--- config.mk ---
export PLATFORM = sky130hd
export DESIGN_NAME = sysspeed_seq
export DESIGN_NICKNAME = d
export VERILOG_FILES = /design/src/rtl/sysspd_pkg.sv /design/src/rtl/sysspd_restart_edge.sv /design/src/rtl/sysspd_fsm.sv /design/src/rtl/sysspd_status.sv /design/src/rtl/sysspeed_seq.sv
export SDC_FILE = /design/constraint.sdc
export NUM_CORES = 1
export LEC_CHECK = 0
export BUFFER_PORTS_ARGS = -buffer_cell sky130_fd_sc_hd__buf_4
export CELL_PAD_IN_SITES_DETAIL_PLACEMENT = 0
export CELL_PAD_IN_SITES_GLOBAL_PLACEMENT = 1
export CORE_AREA = 2 2 42 44
export CTS_BUF_LIST = sky130_fd_sc_hd__clkbuf_4 sky130_fd_sc_hd__clkbuf_8
export CTS_CLUSTER_DIAMETER = 80
export DETAILED_ROUTE_END_ITERATION = 6
export DIE_AREA = 0 0 44 46
export MAX_ROUTING_LAYER = met4
export PLACE_DENSITY = 0.88
export SYNTH_ARGS = -nofsm -noshare
export SYNTH_HDL_FRONTEND = slang
export SYNTH_SLANG_ARGS = --single-unit
--- constraint.sdc ---
create_clock -name clk -period 2.9 [get_ports clk]
set_clock_uncertainty 0.15 [all_clocks]
set_input_delay 0.29 -clock clk [delete_from_list [all_inputs] [get_ports clk]]
set_output_delay 0.29 -clock clk [all_outputs]
set_load 0.005 [all_outputs]
--- src/rtl/sysspd_pkg.sv ---
package sysspd_pkg;

  localparam int unsigned CLASS_W  = 3;
  localparam int unsigned STATUS_W = 8;

  localparam int unsigned BIT_FLAG = 1;
  localparam int unsigned BIT_BUSY = 2;
  localparam int unsigned BIT_CMPL = 3;
  localparam int unsigned BIT_ERR  = 4;

  typedef enum logic [2:0] {
    ST_DEBUG         = 3'd0,
    ST_WAIT_IDLE     = 3'd1,
    ST_SWITCH_TO_SYS = 3'd2,
    ST_RUN           = 3'd3,
    ST_SWITCH_TO_DBG = 3'd4,
    ST_DONE          = 3'd5
  } seq_state_e;

  // Memory transfer classes (single and multiple loads/stores) occupy codes 0..3.
  function automatic logic class_allows_sysspeed(input logic [CLASS_W-1:0] cls);
    return cls <= CLASS_W'(3);
  endfunction

  function automatic logic [STATUS_W-1:0] pack_status(input logic flag,
                                                      input logic busy,
                                                      input logic cmpl,
                                                      input logic err);
    logic [STATUS_W-1:0] w;
    w           = '0;
    w[BIT_FLAG] = flag;
    w[BIT_BUSY] = busy;
    w[BIT_CMPL] = cmpl;
    w[BIT_ERR]  = err;
    return w;
  endfunction

endpackage

--- src/rtl/sysspd_restart_edge.sv ---
module sysspd_restart_edge #(
  parameter int unsigned      IR_W         = 4,
  parameter logic [IR_W-1:0]  RESTART_CODE = 4'b0100
) (
  input  logic            clk,
  input  logic            rst,
  input  logic [IR_W-1:0] tap_ir,
  output logic            restart_load
);

  logic is_restart;
  logic is_restart_q;

  assign is_restart = (tap_ir == RESTART_CODE);

  always_ff @(posedge clk) begin
    if (rst) is_restart_q <= 1'b0;
    else     is_restart_q <= is_restart;
  end

  // A load is the first cycle the restart code appears in the register.
  assign restart_load = is_restart && !is_restart_q;

endmodule

--- src/rtl/sysspd_fsm.sv ---
module sysspd_fsm
  import sysspd_pkg::*;
#(
  parameter int unsigned       TAP_W     = 4,
  parameter logic [TAP_W-1:0]  IDLE_CODE = 4'hC
) (
  input  logic             clk,
  input  logic             rst,
  input  logic             restart_load,
  input  logic [TAP_W-1:0] tap_state,
  input  logic             sys_flag,
  input  logic             class_ok,
  input  logic             mux_ack,
  input  logic             done_strobe,
  input  logic             mem_wait,
  output seq_state_e       state,
  output logic             restart_take,
  output logic             launch,
  output logic             refuse,
  output logic             finish
);

  seq_state_e state_nx;
  logic       at_idle;
  logic       parked;
  logic       run_over;
  logic       on_sys;

  assign at_idle      = (tap_state == IDLE_CODE);
  assign parked       = (state == ST_DEBUG) || (state == ST_DONE);
  assign restart_take = restart_load && parked;
  assign launch       = (state == ST_WAIT_IDLE) && at_idle && (!sys_flag || class_ok);
  assign refuse       = (state == ST_WAIT_IDLE) && at_idle && sys_flag && !class_ok;
  assign run_over     = (state == ST_RUN) && done_strobe && !mem_wait;
  assign on_sys       = (state == ST_SWITCH_TO_SYS) && mux_ack;
  assign finish       = (state == ST_SWITCH_TO_DBG) && !mux_ack;

  always_comb begin
    state_nx = state;
    unique case (state)
      ST_DEBUG, ST_DONE: if (restart_take) state_nx = ST_WAIT_IDLE;
      ST_WAIT_IDLE: begin
        if (launch)      state_nx = ST_SWITCH_TO_SYS;
        else if (refuse) state_nx = ST_DEBUG;
      end
      ST_SWITCH_TO_SYS: if (on_sys)   state_nx = ST_RUN;
      ST_RUN:           if (run_over) state_nx = ST_SWITCH_TO_DBG;
      ST_SWITCH_TO_DBG: if (finish)   state_nx = ST_DONE;
      default:                        state_nx = ST_DEBUG;
    endcase
  end

  always_ff @(posedge clk) begin
    if (rst) state <= ST_DEBUG;
    else     state <= state_nx;
  end

endmodule

--- src/rtl/sysspd_status.sv ---
module sysspd_status
  import sysspd_pkg::*;
(
  input  logic                clk,
  input  logic                rst,
  input  logic                restart_take,
  input  logic                launch,
  input  logic                refuse,
  input  logic                finish,
  input  logic                sys_flag,
  input  logic                busy,
  output logic [STATUS_W-1:0] status
);

  logic flag_q;
  logic cmpl_q;
  logic err_q;

  always_ff @(posedge clk) begin
    if (rst) begin
      flag_q <= 1'b0;
      cmpl_q <= 1'b0;
      err_q  <= 1'b0;
    end else begin
      if (restart_take) begin
        flag_q <= 1'b0;
        cmpl_q <= 1'b0;
        err_q  <= 1'b0;
      end
      if (launch) flag_q <= sys_flag;
      if (finish) cmpl_q <= 1'b1;
      if (refuse) err_q  <= 1'b1;
    end
  end

  assign status = pack_status(flag_q, busy, cmpl_q, err_q);

endmodule

--- src/rtl/sysspeed_seq.sv ---
module sysspeed_seq
  import sysspd_pkg::*;
#(
  parameter int unsigned       IR_W         = 4,
  parameter logic [IR_W-1:0]   RESTART_CODE = 4'b0100,
  parameter int unsigned       TAP_W        = 4,
  parameter logic [TAP_W-1:0]  IDLE_CODE    = 4'hC
) (
  input  logic                clk,
  input  logic                rst,
  input  logic [IR_W-1:0]     tap_ir,
  input  logic [TAP_W-1:0]    tap_state,
  input  logic                sys_flag,
  input  logic [CLASS_W-1:0]  instr_class,
  input  logic                mem_wait,
  input  logic                done_strobe,
  input  logic                mux_ack,
  output logic                clk_sel_sys,
  output logic                run_en,
  output logic                dbg_ack,
  output logic [STATUS_W-1:0] status
);

  // Named internal events, visible to the bound checker.
  logic       restart_load;
  logic       restart_take;
  logic       launch;
  logic       refuse;
  logic       finish;
  logic       busy;
  seq_state_e state;

  sysspd_restart_edge #(
    .IR_W         (IR_W),
    .RESTART_CODE (RESTART_CODE)
  ) u_edge (
    .clk          (clk),
    .rst          (rst),
    .tap_ir       (tap_ir),
    .restart_load (restart_load)
  );

  sysspd_fsm #(
    .TAP_W     (TAP_W),
    .IDLE_CODE (IDLE_CODE)
  ) u_fsm (
    .clk          (clk),
    .rst          (rst),
    .restart_load (restart_load),
    .tap_state    (tap_state),
    .sys_flag     (sys_flag),
    .class_ok     (class_allows_sysspeed(instr_class)),
    .mux_ack      (mux_ack),
    .done_strobe  (done_strobe),
    .mem_wait     (mem_wait),
    .state        (state),
    .restart_take (restart_take),
    .launch       (launch),
    .refuse       (refuse),
    .finish       (finish)
  );

  assign busy = (state == ST_WAIT_IDLE) || (state == ST_SWITCH_TO_SYS) ||
                (state == ST_RUN)       || (state == ST_SWITCH_TO_DBG);

  sysspd_status u_status (
    .clk          (clk),
    .rst          (rst),
    .restart_take (restart_take),
    .launch       (launch),
    .refuse       (refuse),
    .finish       (finish),
    .sys_flag     (sys_flag),
    .busy         (busy),
    .status       (status)
  );

  assign clk_sel_sys = (state == ST_SWITCH_TO_SYS) || (state == ST_RUN);
  assign run_en      = (state == ST_RUN);
  assign dbg_ack     = (state == ST_DONE);

endmodule

==> impl_metrics.yaml, run 1 <==
floorplan:
  die_y_um: 46
  initial_core_util_pct: 31.8
  die-area_sq_um: 2020
  core_region_area_sq_um: 1610
  die_x_um: 44
  core.rowCount: 15
  num_io_pins: 28
global_routing:
  antenna_found_initial: 0
  grt.busiest_layer: "met2"
  gr-total-overflow: 0
  use_met1_pct: 13.2
  grt.total_usage_pct: 10.8
  gr-usage-met3_pct: 2.78
  met2_usage_pct: 15.6
  grt_pass1_wl_um: 1550
  grt_start_max_net_pins: 15
  grt_pass1_vias: 377
timing:
  finalMaxSlewViolations: 0
  whs_ns: 0.110
  fin_crit_sh_pct: 59.5
  fin_crit_ns: 1.73
  rsz0062_at_grt: "no"
  final-setup-viol-count: 0
  hold_violations: 0
  fmax_ghz: 0.579
  finalSetupTns_ns: 0
drt:
  finalWirelength_um: 976
  firstDrtPassIters: 4
  vias: 443
  postRouteAntennaNets: 0
  drt-initial-drc-count: 3
  drcViolationCount: 0
  vias_per_cell: 4.92
  wl_per_cell_um: 10.8
clocking:
  path_clk_slew_ns: 0.06
  htreeDepth: 1
  clock-sinks: 7
  postCtsHoldBufs: 0
  post_cts.repair.setup_buffers: 0
  post_cts_resized: 0
  cts-root-buf: "clkbuf_4"
  clk_latency_ns: 0.25
  clockBufferDepth: 2
  cts-buffers-inserted: 3
  cts_tree: "done"
synth:
  synth_top_area_cell: "dfxtp_1"
  syn_area_sq_um: 513
  yosysSeqAreaShare_pct: 27.3
  synth_cell_types: 33
  yosys_warnings: 0
  synth_top_area_share_pct: 27.3
  syn_inst: 56
  ys_seq_elements: 7
  syn_area_per_cell_sq_um: 9.16
  synthTopCellsByArea: "dfxtp_1 27%, buf_4 12%, nand4bb_4 5.4%"
cells_and_area:
  design_area_sq_um: 652
  nets: 91
  num_antenna_cells: 0
  fill_cells: 183
  area.growth.synth_to_final_pct: 27.1
  final_common_cell: "buf_4"
  final_cell_mix: "21 x buf_4, 7 x dfxtp_1, 5 x nor2_1"
  final_core_util_pct: 40.4
  layout-drive-gt1-share_pct: 42.5
  fin_cells: 90
pwr:
  combinationalPowerShare_pct: 14.4
  seq_power_share_pct: 43.4
  ir_drop_mv: 0.126
  leakage_uw: 0.000276
  p_switching_uw: 51.1
  powerDensity_nw_per_um2: 355
  p_int_uw: 180
  switching_share_pct: 22.1
  power_frac_clock_pct: 42.2
min_path:
  worstHoldPathType: "primary input to flip-flop"
  whs_endpoint: "u_fsm.state[2]$_SDFFE_PP0P_"
  min_path_cells: 2
  hold_start: "rst"
worst_setup_path:
  slowest_delay_ns: 0.53
  crit_path_max_fanout: 10
  reg2reg_setup_slack_ns: 1.17
  r2r-start: "u_fsm.state[0]$_SDFFE_PP0P_"
  slowest_stage: "dfxtp_1"
  required_ns: 2.90
  start_kind: "flip-flop"
  crit_type: "flip-flop to flip-flop"
  arrival_ns: 1.72
  endpoint_kind: "flip-flop"
  crit_chain: "nand2b_1 -> or4_4 -> and3b_1 -> a31o_1"
  worstRegToRegCells: 4
  rr_endpoint: "u_status.flag_q$_SDFFE_PP0P_"
placement:
  place_inst: 86
  hpwlAfterDp_um: 780
  dpl_cell_area_sq_um: 622
  io_buffers: 21
  gp_congestion: 0.811
run_status:
  status: "finished clean"
flow_run:
  maxCapViolCount: 0
[per-layer routing]
layer / wire (um) / vias to the layer above
li1: - / 226
met1: 445 / 196
met2: 427 / 19
met3: 93 / 2
met4: 11 / 0
met5: 0 / -
[synthesized netlist by cell type]
cell / number
buf_4: 8
dfxtp_1: 7
nor2_1: 5
a21oi_1: 3
a211oi_1: 2
buf_2: 2
nand2b_1: 2
nor4_1: 2
a211o_1: 1
a211oi_2: 1
a21oi_2: 1
a31o_1: 1
a32o_1: 1
and3b_1: 1
buf_6: 1
conb_1: 1
inv_1: 1
mux2i_1: 1
nand2_1: 1
nand3b_1: 1
nand4bb_4: 1
nor2b_1: 1
nor3b_1: 1
o211ai_1: 1
o211ai_2: 1
o21a_1: 1
o21ai_0: 1
or3_1: 1
or3b_1: 1
or4_4: 1
or4b_4: 1
xnor2_1: 1
xor2_1: 1
[critical path: cells and delay by family, from the launching register on]
family / cells / cell delay (ns)
AO/OA/AOI/OAI: 1 / 0.18
flip-flops: 1 / 0.53
AND/OR/NAND/NOR: 3 / 0.77
[area by class of cell]
| cell class | instances | area, sq um | area share, % |
|---|---|---|---|
| clock buffer | 4 | 30.0 | 4.61 |
| inverter | 1 | 3.75 | 0.576 |
| multi-input combinational | 40 | 299 | 45.9 |
| sequential | 7 | 140 | 21.5 |
| tap | 17 | 21.3 | 3.26 |
| timing repair buffer | 21 | 158 | 24.2 |
[through the flow]
step	setup WS, ns	power, uW
5_1_grt	1.03	243
2_1_floorplan	1.30	122
3_3_place_gp	1.15	136
3_5_place_dp	1.15	136
4_1_cts	1.17	236
6_report	1.17	231
[power groups by stage]
stage               Combinational (uW)  Sequential [uW]  Clock, uW
CTS                               33.7              100        102
global placement                  33.2              102          0
finish                            33.4              100       97.7
global route                      36.7              101        106
detailed placement                33.6              102          0
floorplan                         21.9              100          0
[sequential cells by signal, summed over array words and instances (netlist names)]
name and count:
u_edge.is_restart_q 1, u_fsm.state 3, u_status.cmpl_q 1, u_status.err_q 1, u_status.flag_q 1
[worst max path at each step]
stage / from / end / slack [ns] / cells after the start
after floorplan: tap_state[0] / u_status.flag_q$_SDFFE_PP0P_ / 1.30 / 4
after global placement: tap_state[0] / u_status.flag_q$_SDFFE_PP0P_ / 1.15 / 5
after detailed placement: tap_state[0] / u_status.flag_q$_SDFFE_PP0P_ / 1.15 / 5
after CTS: u_fsm.state[0]$_SDFFE_PP0P_ / u_status.flag_q$_SDFFE_PP0P_ / 1.17 / 4
after global routing: u_fsm.state[2]$_SDFFE_PP0P_ / dbg_ack / 1.03 / 3
final: u_fsm.state[0]$_SDFFE_PP0P_ / u_status.flag_q$_SDFFE_PP0P_ / 1.17 / 4
[logic make-up (layout without fill, tap and decap cells)]
| family | Yosys count | in the layout | share of synthesized area, % |
|---|---|---|---|
| AOI/OAI and AO/OA | 14 | 14 | 21.7 |
| other | 1 | 4 | 0.731 |
| and+or+nand+nor | 19 | 19 | 28.3 |
| buffers and inverters | 12 | 26 | 16.6 |
| muxes | 1 | 1 | 1.95 |
| xor gates and xnor gates | 2 | 2 | 3.42 |
| DFF | 7 | 7 | 27.3 |
Note: power is estimated with default switching activity, not from simulation.
==> run 2: changes to the inputs <==
- CORE_AREA: 2 2 42 44 -> 2 2 46 48
- DIE_AREA: 0 0 44 46 -> 0 0 48 50
- PLACE_DENSITY: 0.88 -> 0.78
- clock period: 2.9 -> 1.5 ns (I/O delays scaled with it)
==> run 2 against run 1 <==
  * The flow now finishes with violations (negative setup slack)
  * Power up 100%
  * Core utilization is 0.80 points higher
  * Non-clock buffer count increased by 12
  * Clock power is 100% higher
  * Worst hold slack got worse by 0.10 ns
  * Count of clock-buffer cells in the layout stayed put
  * Wire length grew 21%
  * Register-to-register slack got worse by 1.2 ns
  * Largest cell class unchanged
==> impl_metrics.yaml, run 2 (same netlist as run 1, synthesis figures left out) <==
floorplan:
  num_io_pins: 28
  core_region_area_sq_um: 1900
  die_y_um: 50
  die-area_sq_um: 2400
  initial_core_util_pct: 27.0
  core.rowCount: 16
  die_x_um: 48
pwr:
  powerDensity_nw_per_um2: 601
  total_power_uw: 471
  ir_drop_mv: 0.223
  leakage_uw: 0.000342
worst_setup_path:
  crit_path_max_fanout: 4
  start_kind: "flip-flop"
  crit_type: "flip-flop to flip-flop"
  cp-endpoint: "u_status.flag_q$_SDFFE_PP0P_"
  rr_endpoint: "u_status.flag_q$_SDFFE_PP0P_"
  endpoint_kind: "flip-flop"
  worstRegToRegCells: 4
  reg2reg_setup_slack_ns: -0.005
  required_ns: 1.50
  r2r-start: "u_fsm.state[2]$_SDFFE_PP0P_"
  crit_start: "u_fsm.state[2]$_SDFFE_PP0P_"
  arrival_ns: 1.50
clocking:
  cts_tree: "done"
  clockBufferDepth: 2
  clk_latency_ns: 0.26
  path_clk_slew_ns: 0.05
  clock-sinks: 7
  cts-buffers-inserted: 3
  htreeDepth: 1
  cts-root-buf: "clkbuf_4"
drt:
  postRouteAntennaNets: 0
  drt-initial-drc-count: 2
  vias_per_cell: 4.57
  vias: 512
  firstDrtPassIters: 4
  wl_per_cell_um: 10.6
  finalWirelength_um: 1180
  drcViolationCount: 0
cells_and_area:
  largest_reg_flops: 3
  final_common_cell: "buf_4"
  num_antenna_cells: 0
  fin_cells: 112
  area.growth.synth_to_final_pct: 52.7
  design_area_sq_um: 783
  final_cell_mix: "31 x buf_4, 4 x nor2_1, 4 x conb_1, 4 x clkbuf_4, 4 x dfxtp_1"
  layout-drive-gt1-share_pct: 55.3
  nets: 103
  largest-register: "u_fsm.state"
global_routing:
  grt_start_max_net_pins: 10
  grt_pass1_vias: 465
  grt_pass1_wl_um: 1810
  antenna_found_initial: 0
  gr-total-overflow: 0
  grt.total_usage_pct: 11.0
timing:
  rsz0062_at_grt: "yes"
  fmax_ghz: 0.665
  hold_violations: 0
  fin_crit_sh_pct: 100
  postLayoutSetupSlackWorst_ns: -0.00450
  final-setup-viol-count: 2
  fin_crit_ns: 1.50
  finalMaxSlewViolations: 0
  finalSetupTns_ns: -0.00854
placement:
  hpwlAfterDp_um: 896
  gp_congestion: 0.720
  place_inst: 104
  dpl_cell_area_sq_um: 703
  io_buffers: 21
  place_worst_setup_slack_ns: -0.0851
min_path:
  worstHoldPathType: "primary input to flip-flop"
  min_path_cells: 2
run_status:
  violations: "negative setup slack"
  status: "finished, violations left"
flow_run:
  maxCapViolCount: 0
==> run 2: how the worst min path moves through the flow <==
stage / startpoint / end / slack [ns]
floorplan: rst / u_fsm.state[0]$_SDFFE_PP0P_ / 0.07
global placement: rst / u_fsm.state[0]$_SDFFE_PP0P_ / 0.22
detailed placement: rst / u_fsm.state[0]$_SDFFE_PP0P_ / 0.23
CTS: instr_class[2] / u_status.err_q$_SDFFE_PP0P_ / 0.001
global route: tap_ir[0] / u_edge.is_restart_q$_SDFF_PP0_ / 0.02
finish: instr_class[2] / u_status.err_q$_SDFFE_PP0P_ / 0.006
==> run 2: stage by stage <==
step                      hold WS, ns  util, %
after floorplan                0.0655        -
after global routing           0.0239     41.2
after CTS                     0.00106     39.8
after detailed placement        0.227     37.0
after global placement          0.224     37.0
final                         0.00624     41.2
==> run 2: layout make-up <==
type,instances,area [sq um]
multi-input cells,40,319
clock buffers,4,30.0
inverters,1,3.75
fillers,201,1120
well taps,27,33.8
repair buffers,33,253
flip-flops and latches,7,144
==> run 2: worst max-delay path: stages (launching register included) <==
cell      delay, ns
dfxtp_2        0.33
nand2b_4       0.14
or4_4          0.41
and3b_1        0.19
a31o_1         0.17
==> run 2: power breakdown <==
part	total, uW	switching (uW)	internal (uW)
Combinational	84.1	32.0	52.1
Clock	196	76.0	120
Sequential	191	2.04	189
Total	471	110	361
==> run 2: repair_timing <==
| item | 4_1_cts | 5_1_grt |
|---|---|---|
| buffers inserted | 0 | 2 |
| setup endpoints to repair | 4 | 5 |
| gates resized for setup | 2 | 3 |
| endpoints found under the hold margin | 5 | 0 |
| pin swaps | 1 | 1 |
| hold buffers | 2 | 0 |
==> run 2: layer usage <==
metal	GRT usage (%)	share of wire [%]
met2	16.9	49
met5	-	0
met4	9.46	3.4
met3	1.47	5.2
met1	11.7	43
==> run 3: changes to the inputs <==
==> constraint.sdc (replaced) <==
create_clock -name clk -period 1.5 [get_ports clk]
set_clock_uncertainty 0.15 [all_clocks]
set_input_delay 0.15 -clock clk [delete_from_list [all_inputs] [get_ports clk]]
set_output_delay 0.15 -clock clk [all_outputs]
set_load 0.1 [all_outputs]
==> run 3 against run 2 <==
  * The flow still finishes with violations (negative setup slack)
  * Cell count rose by 2.7%
  * Maximum frequency shrank 0.32%
  * Count of clock-buffer cells in the layout unchanged
  * Design area rose by 15%
  * Setup slack lost 0.0048 ns
  * Combinational power is 89% higher
  * Sequential share of layout area down 2.1 points
  * Power up 15%
  * Global-route usage grew 1.3 points
  * Clock power about the same
  * First-iteration DRC count grew to 3.5 times the previous value
  * Critical path type unchanged
  * Critical endpoint unchanged
  * Largest power group unchanged
==> impl_metrics.yaml, run 3 (same netlist as run 1, synthesis figures left out) <==
global_routing:
  gr-usage-met3_pct: 2.20
  grt_pass1_vias: 503
  grt.total_usage_pct: 12.3
  grt.busiest_layer: "met2"
  grt_pass1_wl_um: 2070
  gr-total-overflow: 0
  use_met1_pct: 15.7
  met2_usage_pct: 17.8
  grt_start_max_net_pins: 8
  antenna_found_initial: 0
worst_setup_path:
  endpoint_kind: "flip-flop"
  start_kind: "flip-flop"
  worstRegToRegCells: 4
  required_ns: 1.50
  crit_type: "flip-flop to flip-flop"
  rr_endpoint: "u_status.flag_q$_SDFFE_PP0P_"
  r2r-start: "u_fsm.state[2]$_SDFFE_PP0P_"
  crit_path_max_fanout: 4
  reg2reg_setup_slack_ns: -0.009
  arrival_ns: 1.51
clocking:
  cts-buffers-inserted: 3
  cts_tree: "done"
  clock-sinks: 7
  cts-root-buf: "clkbuf_4"
  clockBufferDepth: 2
  htreeDepth: 1
  clk_latency_ns: 0.25
  path_clk_slew_ns: 0.06
floorplan:
  die_y_um: 50
  core.rowCount: 16
  core_region_area_sq_um: 1900
  initial_core_util_pct: 27.0
  die_x_um: 48
  die-area_sq_um: 2400
  num_io_pins: 28
cells_and_area:
  largest-register: "u_fsm.state"
  final_cell_mix: "28 x buf_4, 4 x conb_1, 4 x clkbuf_4, 4 x buf_6, 4 x dfxtp_1"
  largest_reg_flops: 3
  num_antenna_cells: 0
  fill_cells: 183
  layout-drive-gt1-share_pct: 67.0
  nets: 106
  final_common_cell: "buf_4"
  area.growth.synth_to_final_pct: 75.6
drt:
  vias: 520
  drcViolationCount: 0
  vias_per_cell: 4.52
  drt-initial-drc-count: 7
  finalWirelength_um: 1290
  postRouteAntennaNets: 0
  firstDrtPassIters: 4
  wl_per_cell_um: 11.3
timing:
  fin_crit_sh_pct: 101
  final-setup-viol-count: 1
  postLayoutSetupSlackWorst_ns: -0.00930
  whs_ns: 0.0210
  fmax_ghz: 0.663
  finalSetupTns_ns: -0.00930
  rsz0062_at_grt: "yes"
  fin_crit_ns: 1.51
  hold_violations: 0
  finalMaxSlewViolations: 0
flow_run:
  maxCapViolCount: 0
placement:
  gp_congestion: 0.799
  hpwlAfterDp_um: 883
  io_buffers: 21
min_path:
  whs_endpoint: "u_edge.is_restart_q$_SDFF_PP0_"
  min_path_cells: 3
  worstHoldPathType: "primary input to flip-flop"
  hold_start: "tap_ir[3]"
pwr:
  powerDensity_nw_per_um2: 603
  ir_drop_mv: 0.275
  leakage_uw: 0.000393
run_status:
  status: "finished, violations left"
  violations: "negative setup slack"
==> run 3: changes by cell type in the layout (fill, tap and decap cells not counted), sizes merged <==
cell / previous run / this run
dlygate4sd3: 2 / 1
buf: 31 / 35
==> run 3: power by group <==
part           switching [uW]  internal, uW  total [uW]
sequential               2.66           188         190
combinational            95.2          63.4         159
clock                    74.3           120         194
==> run 3: worst max-delay path by stage <==
stage                                     start                      endpoint  slack, ns  cells after the start
floorplan           u_fsm.state[2]$_SDFFE_PP0P_                       dbg_ack      -0.14                      3
global placement                   tap_state[0]  u_status.flag_q$_SDFFE_PP0P_      -0.08                      5
detailed placement                 tap_state[0]  u_status.flag_q$_SDFFE_PP0P_      -0.08                      5
CTS                 u_fsm.state[1]$_SDFFE_PP0P_                     status[2]      -0.01                      4
global route        u_fsm.state[1]$_SDFFE_PP0P_                     status[2]      -0.05                      4
finish              u_fsm.state[2]$_SDFFE_PP0P_  u_status.flag_q$_SDFFE_PP0P_     -0.009                      4
==> run 3: what timing repair did <==
action,4_1_cts,5_1_grt
hold buffers,1,0
setup endpoints to repair,4,7
hold endpoints to repair,4,0
setup buffers,6,0
pin swaps,2,1
gates resized for setup,13,7
cloned,0,0
==> run 3: critical path: stages, from the launching register on <==
cell	delay [ns]
dfxtp_2	0.34
nand2b_4	0.14
or4_4	0.41
and3b_1	0.19
a31o_1	0.17
==> run 3: area by class of cell <==
cell class	instances	area, sq um	share of cell area [%]
Clock buffer	4	30.0	3.33
Inverter	1	6.26	0.694
Tap cell	27	33.8	3.75
Multi-Input combinational cell	40	364	40.4
Timing Repair Buffer	36	320	35.6
Sequential cell	7	146	16.2
==> run 3: metal layers <==
layer	share of wire (%)	vias up
li1	-	255
met1	43	242
met2	51	21
met3	5.1	2
met4	1.1	0
met5	0	-
==> run 3: stage by stage <==
step	instances	util (%)	area [sq um]	power [uW]	setup slack (ns)
final	115	47.4	901	543	-0.00930
after global routing	115	47.4	901	575	-0.0543
after CTS	115	45.9	872	543	-0.0104
after detailed placement	104	38.5	732	329	-0.0838
after global placement	104	38.5	732	328	-0.0783
after floorplan	59	-	574	296	-0.143
